**src/rtl/wrprot_pkg.sv**
```systemverilog
package wrprot_pkg;
  typedef enum logic [1:0] {
    TGT_STAT = 2'd0,
    TGT_CTRL = 2'd1,
    TGT_ARR  = 2'd2,
    TGT_NONE = 2'd3
  } tgt_e;

  typedef enum logic [1:0] {
    PEND_NONE = 2'd0,
    PEND_CLR  = 2'd1,
    PEND_WEL  = 2'd2,
    PEND_BOTH = 2'd3
  } pend_e;

  localparam logic [7:0] STAT_CLR  = 8'h00;
  localparam logic [7:0] STAT_WEL  = 8'h02;
  localparam logic [7:0] STAT_BOTH = 8'h06;
endpackage

```
**src/rtl/wrprot_guard.sv**
```systemverilog
module wrprot_guard #(
  parameter int AW = 11
) (
  input  logic [2:0]    bp_code,
  input  logic [AW-1:0] addr,
  output logic          prot
);
  localparam int DEPTH = 1 << AW;
  localparam logic [AW:0] LIM_Q3  = (AW+1)'(DEPTH - DEPTH / 4);
  localparam logic [AW:0] LIM_H   = (AW+1)'(DEPTH / 2);
  localparam logic [AW:0] LIM_P1  = (AW+1)'(DEPTH / 32);
  localparam logic [AW:0] LIM_P2  = (AW+1)'(DEPTH / 16);
  localparam logic [AW:0] LIM_P4  = (AW+1)'(DEPTH / 8);

  logic [AW:0] a_ext;
  assign a_ext = {1'b0, addr};

  always_comb begin
    unique case (bp_code)
      3'd2:    prot = (a_ext >= LIM_Q3);
      3'd3:    prot = (a_ext >= LIM_H);
      3'd4:    prot = 1'b1;
      3'd5:    prot = (a_ext < LIM_P1);
      3'd6:    prot = (a_ext < LIM_P2);
      3'd7:    prot = (a_ext < LIM_P4);
      default: prot = 1'b0;
    endcase
  end
endmodule

```
**src/rtl/wrprot_latch.sv**
```systemverilog
module wrprot_latch
  import wrprot_pkg::*;
(
  input  logic  clk,
  input  logic  rst,
  input  logic  cold_boot,
  input  logic  apply,
  input  pend_e pend,
  input  logic  nv_done,
  input  logic  pf_clr,
  output logic  wel,
  output logic  rwel,
  output logic  pf
);
  always_ff @(posedge clk) begin
    if (rst) begin
      wel  <= 1'b0;
      rwel <= 1'b0;
      pf   <= cold_boot;
    end else begin
      if (apply) begin
        unique case (pend)
          PEND_CLR:  begin wel <= 1'b0; rwel <= 1'b0; end
          PEND_WEL:  begin wel <= 1'b1; rwel <= 1'b0; end
          PEND_BOTH: begin wel <= 1'b1; rwel <= wel;  end
          default:   ;
        endcase
      end
      if (nv_done) rwel <= 1'b0;
      if (pf_clr)  pf   <= 1'b0;
    end
  end

  assert_rwel_needs_wel_R2: assert property (@(posedge clk) disable iff (rst)
    rwel |-> wel);
  assert_wel_rises_at_stop_R2: assert property (@(posedge clk) disable iff (rst)
    $rose(wel) |-> $past(apply));
  assert_done_drops_rwel_R7: assert property (@(posedge clk) disable iff (rst)
    nv_done |=> !rwel);
  assert_pf_never_sets_R10: assert property (@(posedge clk) disable iff (rst)
    !$rose(pf));
endmodule

```
**src/rtl/wrprot_xfer.sv**
```systemverilog
module wrprot_xfer
  import wrprot_pkg::*;
#(
  parameter int AW        = 11,
  parameter int CTRL_DEF  = 20,
  parameter int MAX_BURST = 8
) (
  input  logic          clk,
  input  logic          rst,
  input  logic          bus_start,
  input  logic          bus_stop,
  input  logic          bus_addr_vld,
  input  logic [1:0]    bus_tgt,
  input  logic [AW-1:0] bus_addr,
  input  logic          bus_wr_vld,
  input  logic [7:0]    bus_wr_data,
  input  logic          nv_done,
  input  logic          wel,
  input  logic          rwel,
  input  logic          prot,
  output logic [AW-1:0] cur_addr,
  output logic          apply,
  output pend_e         pend,
  output logic          pf_clr,
  output logic          byte_ack,
  output logic          wr_stb,
  output logic          wr_to_ctrl,
  output logic [AW-1:0] wr_addr,
  output logic [7:0]    wr_data,
  output logic          nv_start,
  output logic          nv_busy
);
  localparam int CW = $clog2(MAX_BURST + 1);
  localparam logic [CW-1:0]  BURST_LIM = CW'(MAX_BURST);
  localparam logic [AW:0]    DEF_LIM   = (AW+1)'(CTRL_DEF);

  logic          in_txn;
  tgt_e          sel;
  logic [CW-1:0] cnt;
  logic          any_nv;
  logic          byte_ok;
  logic          ctrl_def;
  logic          do_byte;
  pend_e         pend_dec;

  assign ctrl_def = ({1'b0, cur_addr} < DEF_LIM);
  assign do_byte  = bus_wr_vld && in_txn && !bus_start && !bus_stop && !bus_addr_vld;
  assign apply    = bus_stop && !bus_start && in_txn;

  always_comb begin
    unique case (bus_wr_data)
      STAT_CLR:  pend_dec = PEND_CLR;
      STAT_WEL:  pend_dec = PEND_WEL;
      STAT_BOTH: pend_dec = PEND_BOTH;
      default:   pend_dec = PEND_NONE;
    endcase
  end

  always_comb begin
    unique case (sel)
      TGT_STAT: byte_ok = !nv_busy && (cnt == '0) && (pend_dec != PEND_NONE);
      TGT_CTRL: byte_ok = !nv_busy && wel && rwel && (cnt < BURST_LIM);
      TGT_ARR:  byte_ok = !nv_busy && wel && !prot;
      default:  byte_ok = 1'b0;
    endcase
  end

  assign pf_clr = do_byte && byte_ok && (sel == TGT_CTRL) && ctrl_def;

  always_ff @(posedge clk) begin
    if (rst) begin
      in_txn     <= 1'b0;
      sel        <= TGT_NONE;
      cnt        <= '0;
      any_nv     <= 1'b0;
      pend       <= PEND_NONE;
      cur_addr   <= '0;
      byte_ack   <= 1'b0;
      wr_stb     <= 1'b0;
      wr_to_ctrl <= 1'b0;
      wr_addr    <= '0;
      wr_data    <= '0;
      nv_start   <= 1'b0;
      nv_busy    <= 1'b0;
    end else begin
      byte_ack <= 1'b0;
      wr_stb   <= 1'b0;
      nv_start <= 1'b0;
      if (nv_done) nv_busy <= 1'b0;
      if (bus_start) begin
        in_txn <= 1'b1;
        sel    <= TGT_NONE;
        cnt    <= '0;
        any_nv <= 1'b0;
        pend   <= PEND_NONE;
      end else if (bus_stop) begin
        if (in_txn && any_nv) begin
          nv_start <= 1'b1;
          nv_busy  <= 1'b1;
        end
        in_txn <= 1'b0;
        sel    <= TGT_NONE;
        any_nv <= 1'b0;
        pend   <= PEND_NONE;
      end else if (bus_addr_vld && in_txn) begin
        sel      <= tgt_e'(bus_tgt);
        cur_addr <= bus_addr;
        cnt      <= '0;
      end else if (do_byte) begin
        cur_addr <= cur_addr + 1'b1;
        if (byte_ok) begin
          byte_ack   <= 1'b1;
          cnt        <= cnt + 1'b1;
          wr_to_ctrl <= (sel == TGT_CTRL);
          wr_addr    <= cur_addr;
          wr_data    <= bus_wr_data;
          unique case (sel)
            TGT_STAT: pend <= pend_dec;
            TGT_CTRL: begin any_nv <= 1'b1; wr_stb <= ctrl_def; end
            TGT_ARR:  begin any_nv <= 1'b1; wr_stb <= 1'b1; end
            default:  ;
          endcase
        end
      end
    end
  end

  assert_no_ack_when_busy_R8: assert property (@(posedge clk) disable iff (rst)
    byte_ack |-> !$past(nv_busy));
  assert_ctrl_needs_unlock_R4: assert property (@(posedge clk) disable iff (rst)
    (wr_stb && wr_to_ctrl) |-> $past(wel && rwel));
  assert_arr_needs_wel_R11: assert property (@(posedge clk) disable iff (rst)
    (wr_stb && !wr_to_ctrl) |-> $past(wel && !prot));
  assert_commit_sets_busy_R6: assert property (@(posedge clk) disable iff (rst)
    nv_start |-> nv_busy);
  assert_strobe_implies_ack_R5: assert property (@(posedge clk) disable iff (rst)
    wr_stb |-> byte_ack);
endmodule

```
**src/rtl/wrprot_ctrl.sv**
```systemverilog
module wrprot_ctrl
  import wrprot_pkg::*;
#(
  parameter int AW        = 11,
  parameter int CTRL_DEF  = 20,
  parameter int MAX_BURST = 8
) (
  input  logic          clk,
  input  logic          rst,
  input  logic          cold_boot,
  input  logic          bus_start,
  input  logic          bus_stop,
  input  logic          bus_addr_vld,
  input  logic [1:0]    bus_tgt,
  input  logic [AW-1:0] bus_addr,
  input  logic          bus_wr_vld,
  input  logic [7:0]    bus_wr_data,
  input  logic          bus_rd,
  input  logic          nv_done,
  input  logic [2:0]    bp_code,
  output logic          byte_ack,
  output logic          wr_stb,
  output logic          wr_to_ctrl,
  output logic [AW-1:0] wr_addr,
  output logic [7:0]    wr_data,
  output logic          nv_start,
  output logic          nv_busy,
  output logic [7:0]    stat_q,
  output logic          rd_vld,
  output logic [7:0]    rd_data
);
  logic          wel, rwel, pf;
  logic          prot, apply, pf_clr;
  pend_e         pend;
  logic [AW-1:0] cur_addr;

  wrprot_guard #(.AW(AW)) i_guard (
    .bp_code (bp_code),
    .addr    (cur_addr),
    .prot    (prot)
  );

  wrprot_latch i_latch (
    .clk       (clk),
    .rst       (rst),
    .cold_boot (cold_boot),
    .apply     (apply),
    .pend      (pend),
    .nv_done   (nv_done),
    .pf_clr    (pf_clr),
    .wel       (wel),
    .rwel      (rwel),
    .pf        (pf)
  );

  wrprot_xfer #(.AW(AW), .CTRL_DEF(CTRL_DEF), .MAX_BURST(MAX_BURST)) i_xfer (
    .clk          (clk),
    .rst          (rst),
    .bus_start    (bus_start),
    .bus_stop     (bus_stop),
    .bus_addr_vld (bus_addr_vld),
    .bus_tgt      (bus_tgt),
    .bus_addr     (bus_addr),
    .bus_wr_vld   (bus_wr_vld),
    .bus_wr_data  (bus_wr_data),
    .nv_done      (nv_done),
    .wel          (wel),
    .rwel         (rwel),
    .prot         (prot),
    .cur_addr     (cur_addr),
    .apply        (apply),
    .pend         (pend),
    .pf_clr       (pf_clr),
    .byte_ack     (byte_ack),
    .wr_stb       (wr_stb),
    .wr_to_ctrl   (wr_to_ctrl),
    .wr_addr      (wr_addr),
    .wr_data      (wr_data),
    .nv_start     (nv_start),
    .nv_busy      (nv_busy)
  );

  assign stat_q = {5'b0, rwel, wel, pf};

  always_ff @(posedge clk) begin
    if (rst) begin
      rd_vld  <= 1'b0;
      rd_data <= '0;
    end else begin
      rd_vld <= bus_rd;
      if (bus_rd) rd_data <= stat_q;
    end
  end

  assert_read_keeps_enables_R9: assert property (@(posedge clk) disable iff (rst)
    (bus_rd && !bus_stop && !nv_done && !bus_wr_vld) |=> (stat_q[2:1] == $past(stat_q[2:1])));
endmodule

```
**config.mk**
```make
export PLATFORM = sky130hd
export DESIGN_NAME = wrprot_ctrl
export DESIGN_NICKNAME = d
export VERILOG_FILES = /design/src/rtl/wrprot_pkg.sv /design/src/rtl/wrprot_guard.sv /design/src/rtl/wrprot_latch.sv /design/src/rtl/wrprot_xfer.sv /design/src/rtl/wrprot_ctrl.sv
export SDC_FILE = /design/constraint.sdc
export NUM_CORES = 1
export LEC_CHECK = 0
export ABC_AREA = 1
export BUFFER_PORTS_ARGS = -buffer_cell sky130_fd_sc_hd__buf_2
export CAP_MARGIN = 10
export CORE_MARGIN = 2
export CORE_UTILIZATION = 47
export CTS_CLUSTER_SIZE = 16
export DETAILED_ROUTE_END_ITERATION = 8
export PLACE_DENSITY_LB_ADDON = 0.15
export SYNTH_ARGS = -nofsm -noshare
export SYNTH_HDL_FRONTEND = slang
export SYNTH_HIERARCHICAL = 1
export SYNTH_SLANG_ARGS = --single-unit
export TNS_END_PERCENT = 1
```
**constraint.sdc**
```tcl
create_clock -name clk -period 2 [get_ports clk]
set_clock_uncertainty 0.05 [all_clocks]
set_input_delay 0.6 -clock clk [delete_from_list [all_inputs] [get_ports clk]]
set_output_delay 0.6 -clock clk [all_outputs]
set_load 0.1 [all_outputs]
```
After elaboration in Yosys (flattened, before gate mapping)

Index checks and enable logic that the tools add are counted.
Widths: inputs -> output; s select.

$add $sub $neg: 2
Multiplexer cells: 21
Equality and inequality tests: 13
Bitwise operators: 5
$lt $le $gt $ge: 7
Reduce and logical (&&, ||, !) cells: 48

Operator list:

| cell                  | count |
|---|---|
| $ge 11x11->1 const B  | 2 |
| $mux 11               | 2 |
| $logic_and 1x1->1     | 17 |
| $reduce_bool 2->1     | 7 |
| $eq 3x3->1 const B    | 4 |
| $mux 4                | 3 |
| $add 11x1->11 const B | 1 |
| $lt 11x5->1 const B   | 1 |
| $lt 11x7->1 const B   | 1 |
| $lt 11x8->1 const B   | 1 |
| $lt 11x9->1 const B   | 1 |
| $mux 1                | 10 |
| $reduce_or 2->1       | 5 |
| $eq 8x2->1 const B    | 1 |
| $eq 8x3->1 const B    | 1 |
| $logic_not 8->1       | 1 |
| $reduce_and 4->1      | 2 |
| $eq 2x2->1 const B    | 3 |
| $eq 3x2->1 const B    | 2 |
| $pmux 1 s2            | 3 |
| $pmux 1 s6            | 1 |
| $pmux 2 s3            | 1 |
| $reduce_and 3->1      | 2 |
| $reduce_or 3->1       | 2 |
| 12 further kinds      | 22 |

Bits in registers: 52
Word-level logic and storage cells: 114
Bits of input ports: 33

Logic depth before layout (Yosys ltp)

Gate-level depths: netlist of the first run.

Depth after elaboration: 10
Depth in mapped cells: 15

Cells and area by module

Netlist of the first run, hierarchy kept.

By module, submodules not included:

| module       | area an instance (µm²) | sequential area each (µm²) | instances | cells each |
|---|---|---|---|---|
| wrprot_xfer  | 2,287.2                | 900.9                      | 1         | 322 |
| wrprot_ctrl  | 249.0                  | 80.1                       | 1         | 36 |
| wrprot_latch | 131.4                  | 70.1                       | 1         | 18 |
| wrprot_guard | 65.1                   | 0.0                        | 1         | 15 |

Worst setup path before layout of the first run

OpenSTA, ideal clock, no wires.

Path type: register to register
Start point: reg i_xfer.nv_busy
End point: reg i_latch.pf, enable pin
Setup slack: -0.265 ns
Stages on the path, launching flop included: 9
Arrival time: 1.967 ns
Data required time: 1.701 ns
Cell sequence: dfxtp_1 -> inv_1 -> nand3_1 -> nor2_1 -> nand2_1 -> nand2_4 -> buf_4 -> and3_1 -> or2_2

Word-level cells in the longest chain between the ends: 9
Elaborated cells on any way between the ends: 12

Ends and longest elaborated chain:

| element                              | line                                                    | source |
|---|---|---|
| start: declaration                   | wrprot_xfer.sv:31                                       | `output logic nv_busy` |
| start signal: assignment             | wrprot_xfer.sv:84                                       | `nv_busy <= 1'b0;` |
| start signal: assignment             | wrprot_xfer.sv:89                                       | `if (nv_done) nv_busy <= 1'b0;` |
| start signal: assignment             | wrprot_xfer.sv:99                                       | `nv_busy <= 1'b1;` |
| $logic_not 1->1 *                    | wrprot_xfer.sv:61, wrprot_xfer.sv:62, wrprot_xfer.sv:63 |  |
| $logic_and 1x1->1                    | wrprot_xfer.sv:62, wrprot_xfer.sv:63                    |  |
| $logic_and 1x1->1 (2 in series)      | wrprot_xfer.sv:62                                       | `TGT_CTRL: byte_ok = !nv_busy && wel && rwel && (cnt < BURST_LIM);` |
| $pmux 1 s3 *                         | wrprot_xfer.sv:60                                       | `unique case (sel)` |
| $logic_and 1x1->1 * (3 in series)    | wrprot_xfer.sv:68                                       | `assign pf_clr = do_byte && byte_ok && (sel == TGT_CTRL) && ctrl_def;` |
| via pf_clr                           | wrprot_ctrl.sv:33                                       | `logic prot, apply, pf_clr;` |
| $reduce_bool 2->1 (no source line) * | -                                                       |  |
| end signal: assignment               | wrprot_latch.sv:19                                      | `pf <= cold_boot;` |
| end: declaration                     | wrprot_latch.sv:13                                      | `output logic pf` |

The timed path passes the listed nets; every way through them passes the cells marked *.
A chain may end at the register's enable or synchronous reset.

Worst setup path after layout of the first run

Start point: reg i_xfer.sel[1]
End point: reg i_latch.pf, enable pin

Word-level cells in the longest chain between the ends: 6
Elaborated cells on any way between the ends: 8

Ends and longest elaborated chain:

| element                              | line               | source |
|---|---|---|
| start: declaration                   | wrprot_xfer.sv:38  | `tgt_e sel;` |
| start signal: assignment             | wrprot_xfer.sv:106 | `sel <= tgt_e'(bus_tgt);` |
| $eq 2x2->1 (tied with other cells)   | wrprot_xfer.sv:60  |  |
| $pmux 1 s3                           | wrprot_xfer.sv:60  |  |
| $logic_and 1x1->1                    | wrprot_xfer.sv:68  |  |
| $logic_and 1x1->1 * (2 in series)    | wrprot_xfer.sv:68  |  |
| via pf_clr                           | wrprot_ctrl.sv:33  |  |
| $reduce_bool 2->1 (no source line) * | -                  |  |

Marks and branches as above.

==> reports/metrics.csv, run 1 <==
stage,metric,value,unit
synth,Syn Area/Cell,6.989,µm²
cts,CTS Buf Count,5,
global_route,initial antenna violation count,0,
drt,Detailed Route WL,6689,µm
cts,setup bufs post-CTS,0,
layout,antenna cells,0,
layout,Layout area overhead,16.99,%
drt,router iterations before antenna repair,4,
synth,top cell type's share of synthesized area,37.36,%
sta,Final Slew Violations,0,
setup_path,CP Launch Type,flop,
drt,total vias in the final route,2635,
global_route,gr usage total,21.24,%
placed_design,DP HPWL,4994,µm
layout,Filler Cell Count,565,
global_route,GR Layer Usage met2,33.33,%
cts,Root Driver,clkbuf_8,
drt,Final ANT Viol Nets,0,
run_status,status,completed,
drt,Vias per Instance,4.962,
layout,nets,499,
sta,Worst-Margin Slew,0.7628,ns
cts,Clock Pin Slew Worst Setup and Hold Paths,0.09,ns
drt,routed len/inst,12.60,µm
setup_path,Critical Path RT,1.98,ns
synth,sequential fraction of the synthesis area,38.46,%
placed_design,PortBufs,63,
cts,CTS tree,done,
worst_hold_path,HP Class,flop to flop,
flow_run,# Max-Cap Violations,0,
global_route,met3 Use GR,4.270,%
die,chip height,80.25,µm
setup_path,Setup CP Type,flop to flop,
sta,Tcrit/Tclk final,94.45,%
synth,"EDFF count, synth",1,
sta,final hold vios,0,
cts,clk sink count,52,
synth,most area-hungry cell type in the Yosys netlist,dfxtp_1,
global_route,largest net degree at the start of global routing,27,
power,Tot Pwr,1.887,mW
synth,commonest register cell after synthesis,dfxtp_1,
die,Rows,27,
power,Pwr Density,590.1,mW/mm²
sta,RSZ-0062 raised after global routing,no,
synth,"count leader, synth",nand2_1,
global_route,first-pass GRT wire length,10700,µm
drt,Residual DRC,0,
placed_design,GPL Wtd Cong,0.8891,
synth,most common library cells after synthesis,"nand2_1, nor2_1, dfxtp_1, a21oi_1, inv_1",
die,Initial Util,49.02,%
synth,Yosys cell types,36,
synth,Syn Inst Count,391,
cts,Skew-Pair Late Insertion Delay,0.30,ns
die,Core ar.,0.005574,mm²
layout,Final Cell Area,0.003197,mm²
sta,Max Clock Freq,529.4,MHz
global_route,total gr overflow,0,
sta,Tmin final,1.889,ns
layout,share of cells above drive strength 1,23.09,%
setup_path,Setup crit end kind,flop,
power,P_leak,1.569,nW
setup_path,"Max FO, Critical Path",3,
die,Die ar.,0.006440,mm²
synth,Yosys Warn Count,6,
sta,Final Setup Violations,0,
global_route,met1 usage in global routing,29.23,%
placed_design,Post-DP Area,0.003118,mm²
cts,maximum clock path buffer count,2,
setup_path,WP data arrival,1.87,ns
cts,H-tree Lvls,2,
synth,#FFs+latches synth,52,
synth,Post-Synthesis Cell Area,0.002733,mm²
die,Die Width,80.25,µm
global_route,vias in the first global route,2404,
global_route,GR peak layer,met2,
die,I/O pin total,74,
drt,DRT iter0 DRCs,154,
power,Max VDD drop,0.0003173,V
synth,Area contributors post-synth,"dfxtp_1, nand2_1, nor2_1, a21oi_1, inv_1",
sta,Max transition margin,48.80,%
synth,asr flop ratio synth,0,%
[final cells by class]
| type | instances | area (µm²) | area share, % |
|---|---|---|---|
| Clock buffer | 6 | 72.57 | 2.270 |
| Clock inverter | 1 | 5.005 | 0.1566 |
| Inverter | 41 | 153.9 | 4.814 |
| Multi-Input combinational cell | 280 | 1374 | 42.97 |
| Sequential cell | 52 | 1054 | 32.95 |
| Tap cell | 72 | 90.09 | 2.818 |
| Timing Repair Buffer | 79 | 447.9 | 14.01 |
[layer usage]
| layer | up-vias | routed length (µm) |
|---|---|---|
| met2 | 96 | 2910 |
| met5 | - | 0 |
| li1 | 1363 | - |
| met3 | 4 | 463 |
| met4 | 0 | 56 |
| met1 | 1172 | 3259 |
[per-stage QoR]
| step | TNS (ns) | utilization [%] | setup WS (ns) | cells | hold WS (ns) |
|---|---|---|---|---|---|
| 2_1_floorplan | 0 | - | 0.0004309 | 400 | 0.3691 |
| 3_3_place_gp | -0.02322 | 55.94 | -0.02322 | 524 | 0.3871 |
| 3_5_place_dp | -0.06196 | 55.94 | -0.06196 | 524 | 0.3901 |
| 4_1_cts | 0 | 57.33 | 0.1125 | 531 | 0.4069 |
| 5_1_grt | 0 | 57.35 | 0.02350 | 531 | 0.4409 |
| 6_report | 0 | 57.35 | 0.1110 | 531 | 0.4114 |
[power by group]
part	internal (mW)	switching (mW)	leakage, nW	total [mW]
Clock	0.239	0.324	0.0410	0.562
Sequential	1.05	0.00640	0.423	1.05
Combinational	0.0588	0.211	1.11	0.270
Total	1.35	0.541	1.57	1.89
[flip-flops by register name, indices dropped and copies added, names as in the netlist]
name and count:
i_xfer/wr_stb 1, i_xfer/nv_busy 1, i_latch/rwel 1, i_xfer/byte_ack 1, rd_data 3, i_latch/wel 1, i_xfer/wr_data 8, i_xfer/cur_addr 11
i_xfer/any_nv 1, i_latch/pf 1, i_xfer/cnt 4, i_xfer/nv_start 1, rd_vld 1, i_xfer/wr_to_ctrl 1, i_xfer/pend 2, i_xfer/sel 2
i_xfer/in_txn 1, i_xfer/wr_addr 11
[worst max-delay path: stages (launching register included)]
cell,delay [ns]
dfxtp_1,0.34
inv_1,0.11
ha_1,0.24
nand3_1,0.10
nor4_1,0.45
and3_1,0.23
or2_2,0.10
[cell usage in the layout (no fill, tap or decap), types with 2 or more instances in the layout]
cell | synthesis | layout
a21oi_1 | 40 | 40
nand3_1 | 16 | 16
inv_1 | 38 | 38
ha_1 | 7 | 7
a211oi_1 | 4 | 4
o21ai_0 | 10 | 10
or2_2 | 4 | 4
nor3_2 | 3 | 3
nor2_2 | 6 | 6
o211ai_1 | 2 | 2
clkbuf_8 | 0 | 5
inv_2 | 2 | 2
nor3_1 | 20 | 20
dfxtp_1 | 51 | 49
buf_4 | 18 | 15
and3_1 | 2 | 2
nor2_1 | 62 | 62
dfxtp_2 | 0 | 2
a31oi_1 | 2 | 2
nand2_1 | 77 | 77
buf_2 | 3 | 63
nand4_1 | 4 | 4
conb_1 | 1 | 10
[path summary, 6_finish.rpt]
kind	to	cells past startpoint	slack (ns)	start
min reg2reg	i_xfer/any_nv	2	0.41	i_xfer/any_nv
min	i_xfer/any_nv	2	0.41	i_xfer/any_nv
max	i_latch/pf	6	0.11	i_xfer/sel[1]
max reg2reg	i_latch/pf	6	0.11	i_xfer/sel[1]
[what timing repair did]
item / in CTS / in global routing
hold buffers: 0 / 0
resized for setup: 0 / 1
endpoints found under the hold margin: 0 / 0
setup endpoints to repair: 0 / 1
[kinds of logic (layout without fill, tap and decap cells)]
| logic type | Yosys count | after routing | synth area share, % |
|---|---|---|---|
| simple gates | 201 | 201 | 33.33 |
| buf+inv | 68 | 127 | 12.50 |
| fa+ha+maj | 7 | 7 | 3.205 |
| other cells | 1 | 10 | 0.1372 |
| compound gates | 60 | 60 | 11.72 |
| xor+xnor | 2 | 2 | 0.6411 |
| flops | 52 | 52 | 38.46 |
Note: power is estimated with default switching activity, not from simulation.
==> inputs of run 2 (changes only) <==
Settings changed: CELL_PAD_IN_SITES_DETAIL_PLACEMENT set to 1, CELL_PAD_IN_SITES_GLOBAL_PLACEMENT set to 2, CORE_UTILIZATION 47 to 25, PLACE_DENSITY_LB_ADDON 0.15 to 0.1.
==> run 2 against run 1 <==
Effect of this change:
- total power increased by 15%
- worst setup slack got worse by 0.0034 ns
- register-to-register slack improved by 0.099 ns
- critical path depth decreased by 5
- routed wire length increased by 28%
- non-clock buffer count increased by 7
- combinational power increased by 4%
- flip-flop and latch count unchanged
- die area increased by 83%
- first-iteration DRC count decreased by 29%
- clock power increased by 47%
- critical endpoint is now stat_q[2]
- largest power group unchanged
==> reports/metrics.csv, run 2 (synthesized netlist as in run 1, its figures left out) <==
stage,metric,value,unit
layout,Layout area overhead,23.76,%
sta,Final Slew Violations,0,
die,chip height,108.6,µm
die,I/O pin total,74,
cts,H-tree Lvls,2,
drt,DRT iter0 DRCs,109,
global_route,GR peak layer,met2,
layout,Final Cell Area,0.003382,mm²
setup_path,WP data arrival,1.24,ns
global_route,initial antenna violation count,0,
cts,Post-CTS Hold Buffers,0,
setup_path,worst path buffer plus inverter count,1,
layout,Layout Cells excl Fill,607,
sta,Setup TNS,0,ns
worst_hold_path,HP Class,flop to flop,
global_route,gr usage total,15.26,%
global_route,met1 usage in global routing,21.89,%
setup_path,cells along the critical path,buf_2,
setup_path,Critical Path RT,1.35,ns
die,Die Width,108.6,µm
die,Initial Util,25.43,%
drt,Residual DRC,0,
setup_path,CP max-delay cell,buf_2,
drt,Detailed Route WL,8569,µm
sta,RSZ-0062 raised after global routing,no,
layout,biggest regs,"i_xfer/cur_addr x11, i_xfer/wr_addr x11, i_xfer/wr_data x8",
placed_design,DP Cell Count,599,
drt,total vias in the final route,2636,
drt,Vias per Instance,4.343,
cts,CTS Buf Count,5,
sta,Max Clock Freq,528.4,MHz
power,Max VDD drop,0.0002196,V
cts,maximum clock path buffer count,2,
cts,clk sink count,52,
layout,share of cells above drive strength 1,24.41,%
flow_run,# Max-Cap Violations,0,
global_route,GR Layer Usage met2,23.53,%
die,Core ar.,0.01075,mm²
layout,Final Core Density,31.47,%
placed_design,DP HPWL,6709,µm
setup_path,"Max FO, Critical Path",4,
layout,nets,506,
placed_design,Post-DP Area,0.003256,mm²
cts,setup bufs post-CTS,0,
die,Rows,38,
layout,"commonest non-fill, non-tap cell in the layout",nand2_1,
power,Pwr Density,639.2,mW/mm²
placed_design,PortBufs,63,
cts,Skew-Pair Late Insertion Delay,0.31,ns
layout,highest-count cells in the layout ignoring fill and taps,"nand2_1, buf_2, nor2_1, dfxtp_1, a21oi_1",
cts,Clock Pin Slew Worst Setup and Hold Paths,0.10,ns
sta,Hold Slack,0.4022,ns
drt,router iterations before antenna repair,4,
sta,Final Setup Violations,0,
placed_design,GPL Wtd Cong,0.7399,
setup_path,top cell family by delay on the critical path,buffers and inverters,
cts,Root Driver,clkbuf_8,
sta,Tmin final,1.892,ns
global_route,met3 Use GR,2.712,%
drt,routed len/inst,14.12,µm
cts,post-CTS sizing,0,
cts,CTS tree,done,
drt,Final ANT Viol Nets,0,
global_route,vias in the first global route,2650,
setup_path,Setup crit end kind,primary output,
global_route,largest net degree at the start of global routing,27,
global_route,total gr overflow,0,
sta,final hold vios,0,
die,Die ar.,0.01178,mm²
setup_path,CP Launch Type,flop,
setup_path,Slowest Stage Delay on Critical Path,0.47,ns
global_route,first-pass GRT wire length,13980,µm
layout,antenna cells,0,
sta,Tcrit/Tclk final,94.62,%
setup_path,Setup CP Type,flop to primary output,
run_status,status,completed,
power,P_leak,1.628,nW
[run 2: changes by cell type in the layout (fill, tap and decap cells not counted), sizes merged]
cell	change
clkbuf	+1
bufinv	+1
buf	+7
clkinv	-1
[run 2: cell type report]
cell class,count,area [µm²]
fill,1367,7363
multi-input combinational,280,1374
timing repair buffer,86,500.5
clock inverter,1,30.03
tap,140,175.2
sequential,52,1052
inverter,41,153.9
clock buffer,7,96.34
[run 2: per-stage QoR]
stage               worst slack, ns  total power, mW
floorplan                 0.0004309            1.292
global placement           -0.05589            1.363
detailed placement         -0.09625            1.365
CTS                         0.09026            2.204
global route                0.01294            2.259
finish                       0.1076            2.162
[run 2: worst paths after layout]
kind	to	startpoint	slack, ns	cells past startpoint
worst max-delay path	stat_q[2]	i_latch/rwel	0.11	1
worst min-delay path	i_xfer/any_nv	i_xfer/any_nv	0.40	2
worst max register to register	i_latch/pf	i_xfer/sel[1]	0.21	7
worst min register to register	i_xfer/any_nv	i_xfer/any_nv	0.40	2
[run 2: routing by layer]
layer  routed length [µm]  up-vias
met5                    0        -
met4                   91        0
met3                  384        6
met2                 3635       50
met1                 4457     1198
li1                     -     1382
[run 2: where the power goes]
part | internal (mW) | switching (mW) | total (mW)
Combinational | 0.0633 | 0.219 | 0.282
Sequential | 1.05 | 0.00641 | 1.06
Clock | 0.443 | 0.382 | 0.825
Total | 1.55 | 0.607 | 2.16
==> inputs of run 3 (changes only) <==
Settings changed: PLACE_DENSITY set to 0.84, PLACE_DENSITY_LB_ADDON 0.1 to not set, RECOVER_POWER set to 100.
==> run 3 against run 2 <==
Effect of this change:
- critical path depth unchanged
- final cell count decreased by 0.66%
- sequential power about the same
- worst setup slack improved by 0.0011 ns
- first-iteration DRC count increased by 27%
- register-to-register slack got worse by 0.04 ns
- total power decreased by 8.5%
- flip-flop and latch count unchanged
- worst hold slack improved by 0.027 ns
- cell area decreased by 2.9%
- critical path type unchanged
- highest routed layer unchanged
==> reports/metrics.csv, run 3 (synthesized netlist as in run 1, its figures left out) <==
stage,metric,value,unit
run_status,status,completed,
die,Die ar.,0.01178,mm²
sta,final hold vios,0,
layout,share of cells above drive strength 1,21.38,%
die,Rows,38,
drt,Vias per Instance,4.507,
drt,total vias in the final route,2718,
layout,"commonest non-fill, non-tap cell in the layout",nand2_1,
power,Pwr Density,602.3,mW/mm²
layout,biggest regs,"i_xfer/cur_addr x11, i_xfer/wr_addr x11, i_xfer/wr_data x8",
layout,Layout Cells excl Fill,603,
setup_path,Critical Path RT,1.35,ns
layout,antenna cells,0,
global_route,first-pass GRT wire length,13670,µm
worst_hold_path,HP Class,flop to flop,
placed_design,PortBufs,63,
cts,clk sink count,52,
drt,DRT iter0 DRCs,138,
setup_path,"Max FO, Critical Path",4,
power,Tot Pwr,1.977,mW
sta,Max transition margin,49.49,%
setup_path,top cell family by delay on the critical path,buffers and inverters,
die,I/O pin total,74,
drt,Residual DRC,0,
global_route,initial antenna violation count,0,
setup_path,CP max-delay cell,clkbuf_2,
cts,post-CTS sizing,0,
power,sw frac,29.72,%
power,Max VDD drop,0.0002445,V
power,Int Pwr,1.390,mW
drt,routed len/inst,13.73,µm
placed_design,Post-DP Area,0.003213,mm²
die,Core ar.,0.01075,mm²
sta,Tcrit/Tclk final,94.56,%
setup_path,CP Launch Type,flop,
sta,Tmin final,1.891,ns
layout,area of the multi-input gates,0.001359,mm²
power,P_sw,587.6,µW
sta,Hold Slack,0.4293,ns
layout,highest-count cells in the layout ignoring fill and taps,"nand2_1, nor2_1, dfxtp_1, inv_1, a21oi_1",
setup_path,Slowest Stage Delay on Critical Path,0.49,ns
global_route,vias in the first global route,2776,
global_route,gr usage total,14.84,%
layout,nets,502,
drt,router iterations before antenna repair,4,
cts,setup bufs post-CTS,0,
flow_run,# Max-Cap Violations,0,
cts,Skew-Pair Late Insertion Delay,0.31,ns
cts,CTS Buf Count,5,
setup_path,Setup CP Type,flop to primary output,
setup_path,cells along the critical path,clkbuf_2,
drt,Detailed Route WL,8282,µm
power,combinational fraction of design power,13.9,%
power,P_leak,1.547,nW
placed_design,DP Cell Count,595,
cts,Root Driver,clkbuf_8,
drt,Final ANT Viol Nets,0,
sta,Max Clock Freq,528.7,MHz
global_route,largest net degree at the start of global routing,27,
cts,maximum clock path buffer count,2,
setup_path,Setup crit end kind,primary output,
layout,Filler Cell Count,1399,
setup_path,worst path buffer plus inverter count,1,
setup_path,WP data arrival,1.24,ns
cts,Clock Pin Slew Worst Setup and Hold Paths,0.10,ns
cts,Post-CTS Hold Buffers,0,
layout,Layout area overhead,20.15,%
die,Die Width,108.6,µm
layout,Final Cell Area,0.003283,mm²
power,Clock power frac,32.7,%
sta,RSZ-0062 raised after global routing,no,
sta,Worst-Margin Slew,0.7526,ns
sta,Final Slew Violations,0,
global_route,total gr overflow,0,
power,sequential power share,53.4,%
layout,sequential cell area,0.001052,mm²
die,chip height,108.6,µm
die,Initial Util,25.43,%
placed_design,DP HPWL,6483,µm
cts,H-tree Lvls,2,
sta,Final Setup Violations,0,
placed_design,GPL Wtd Cong,0.8639,
cts,CTS tree,done,
-- run 3: path summary, 6_finish.rpt --
kind / start / end / slack [ns] / depth (start not counted)
worst min-delay path: rd_data[2] / rd_data[2] / 0.43 / 2
worst max-delay path: i_latch/rwel / stat_q[2] / 0.11 / 1
worst max register to register: i_xfer/cur_addr[10] / i_latch/pf / 0.17 / 12
worst min register to register: rd_data[2] / rd_data[2] / 0.43 / 2
-- run 3: power by group through the flow --
stage          Combinational (mW)  Clock [mW]  Sequential, mW
2_1_floorplan               0.181           0            1.11
3_3_place_gp                0.277           0            1.08
3_5_place_dp                0.281           0            1.08
4_1_cts                     0.282       0.672            1.06
5_1_grt                     0.299       0.713            1.06
6_report                    0.275       0.647            1.06
-- run 3: worst register-to-register path, delay by kind of cell (launching register included) --
kind                   cells  cell delay [ns]
buffers and inverters      1             0.04
AND/OR/NAND/NOR           11             1.11
flip-flops                 1             0.40
-- run 3: layer usage --
metal / vias up / part of all wire (%) / track usage, %
li1: 1371 / - / -
met1: 1269 / 48 / 19.84
met2: 67 / 45 / 23.97
met3: 11 / 4.8 / 2.712
met4: 0 / 2.0 / 5.037
met5: - / 0 / 0
-- run 3: metrics by stage --
| step | setup TNS [ns] | utilization (%) | worst slack (ns) |
|---|---|---|---|
| 2_1_floorplan | 0 | - | 0.0004309 |
| 4_1_cts | 0 | 30.78 | 0.1309 |
| 5_1_grt | 0 | 30.55 | 0.02343 |
| 3_5_place_dp | -0.2386 | 29.90 | -0.1248 |
| 3_3_place_gp | -0.07678 | 29.90 | -0.07678 |
| 6_report | 0 | 30.55 | 0.1087 |
-- run 3: area by class of cell --
type	instances	share of cell area, %
flip-flops and latches	52	32.05
repair buffers	82	13.68
clock buffers	7	2.630
well taps	140	5.335
multi-input cells	280	41.39
clock inverters	1	0.2287
inverters	41	4.688
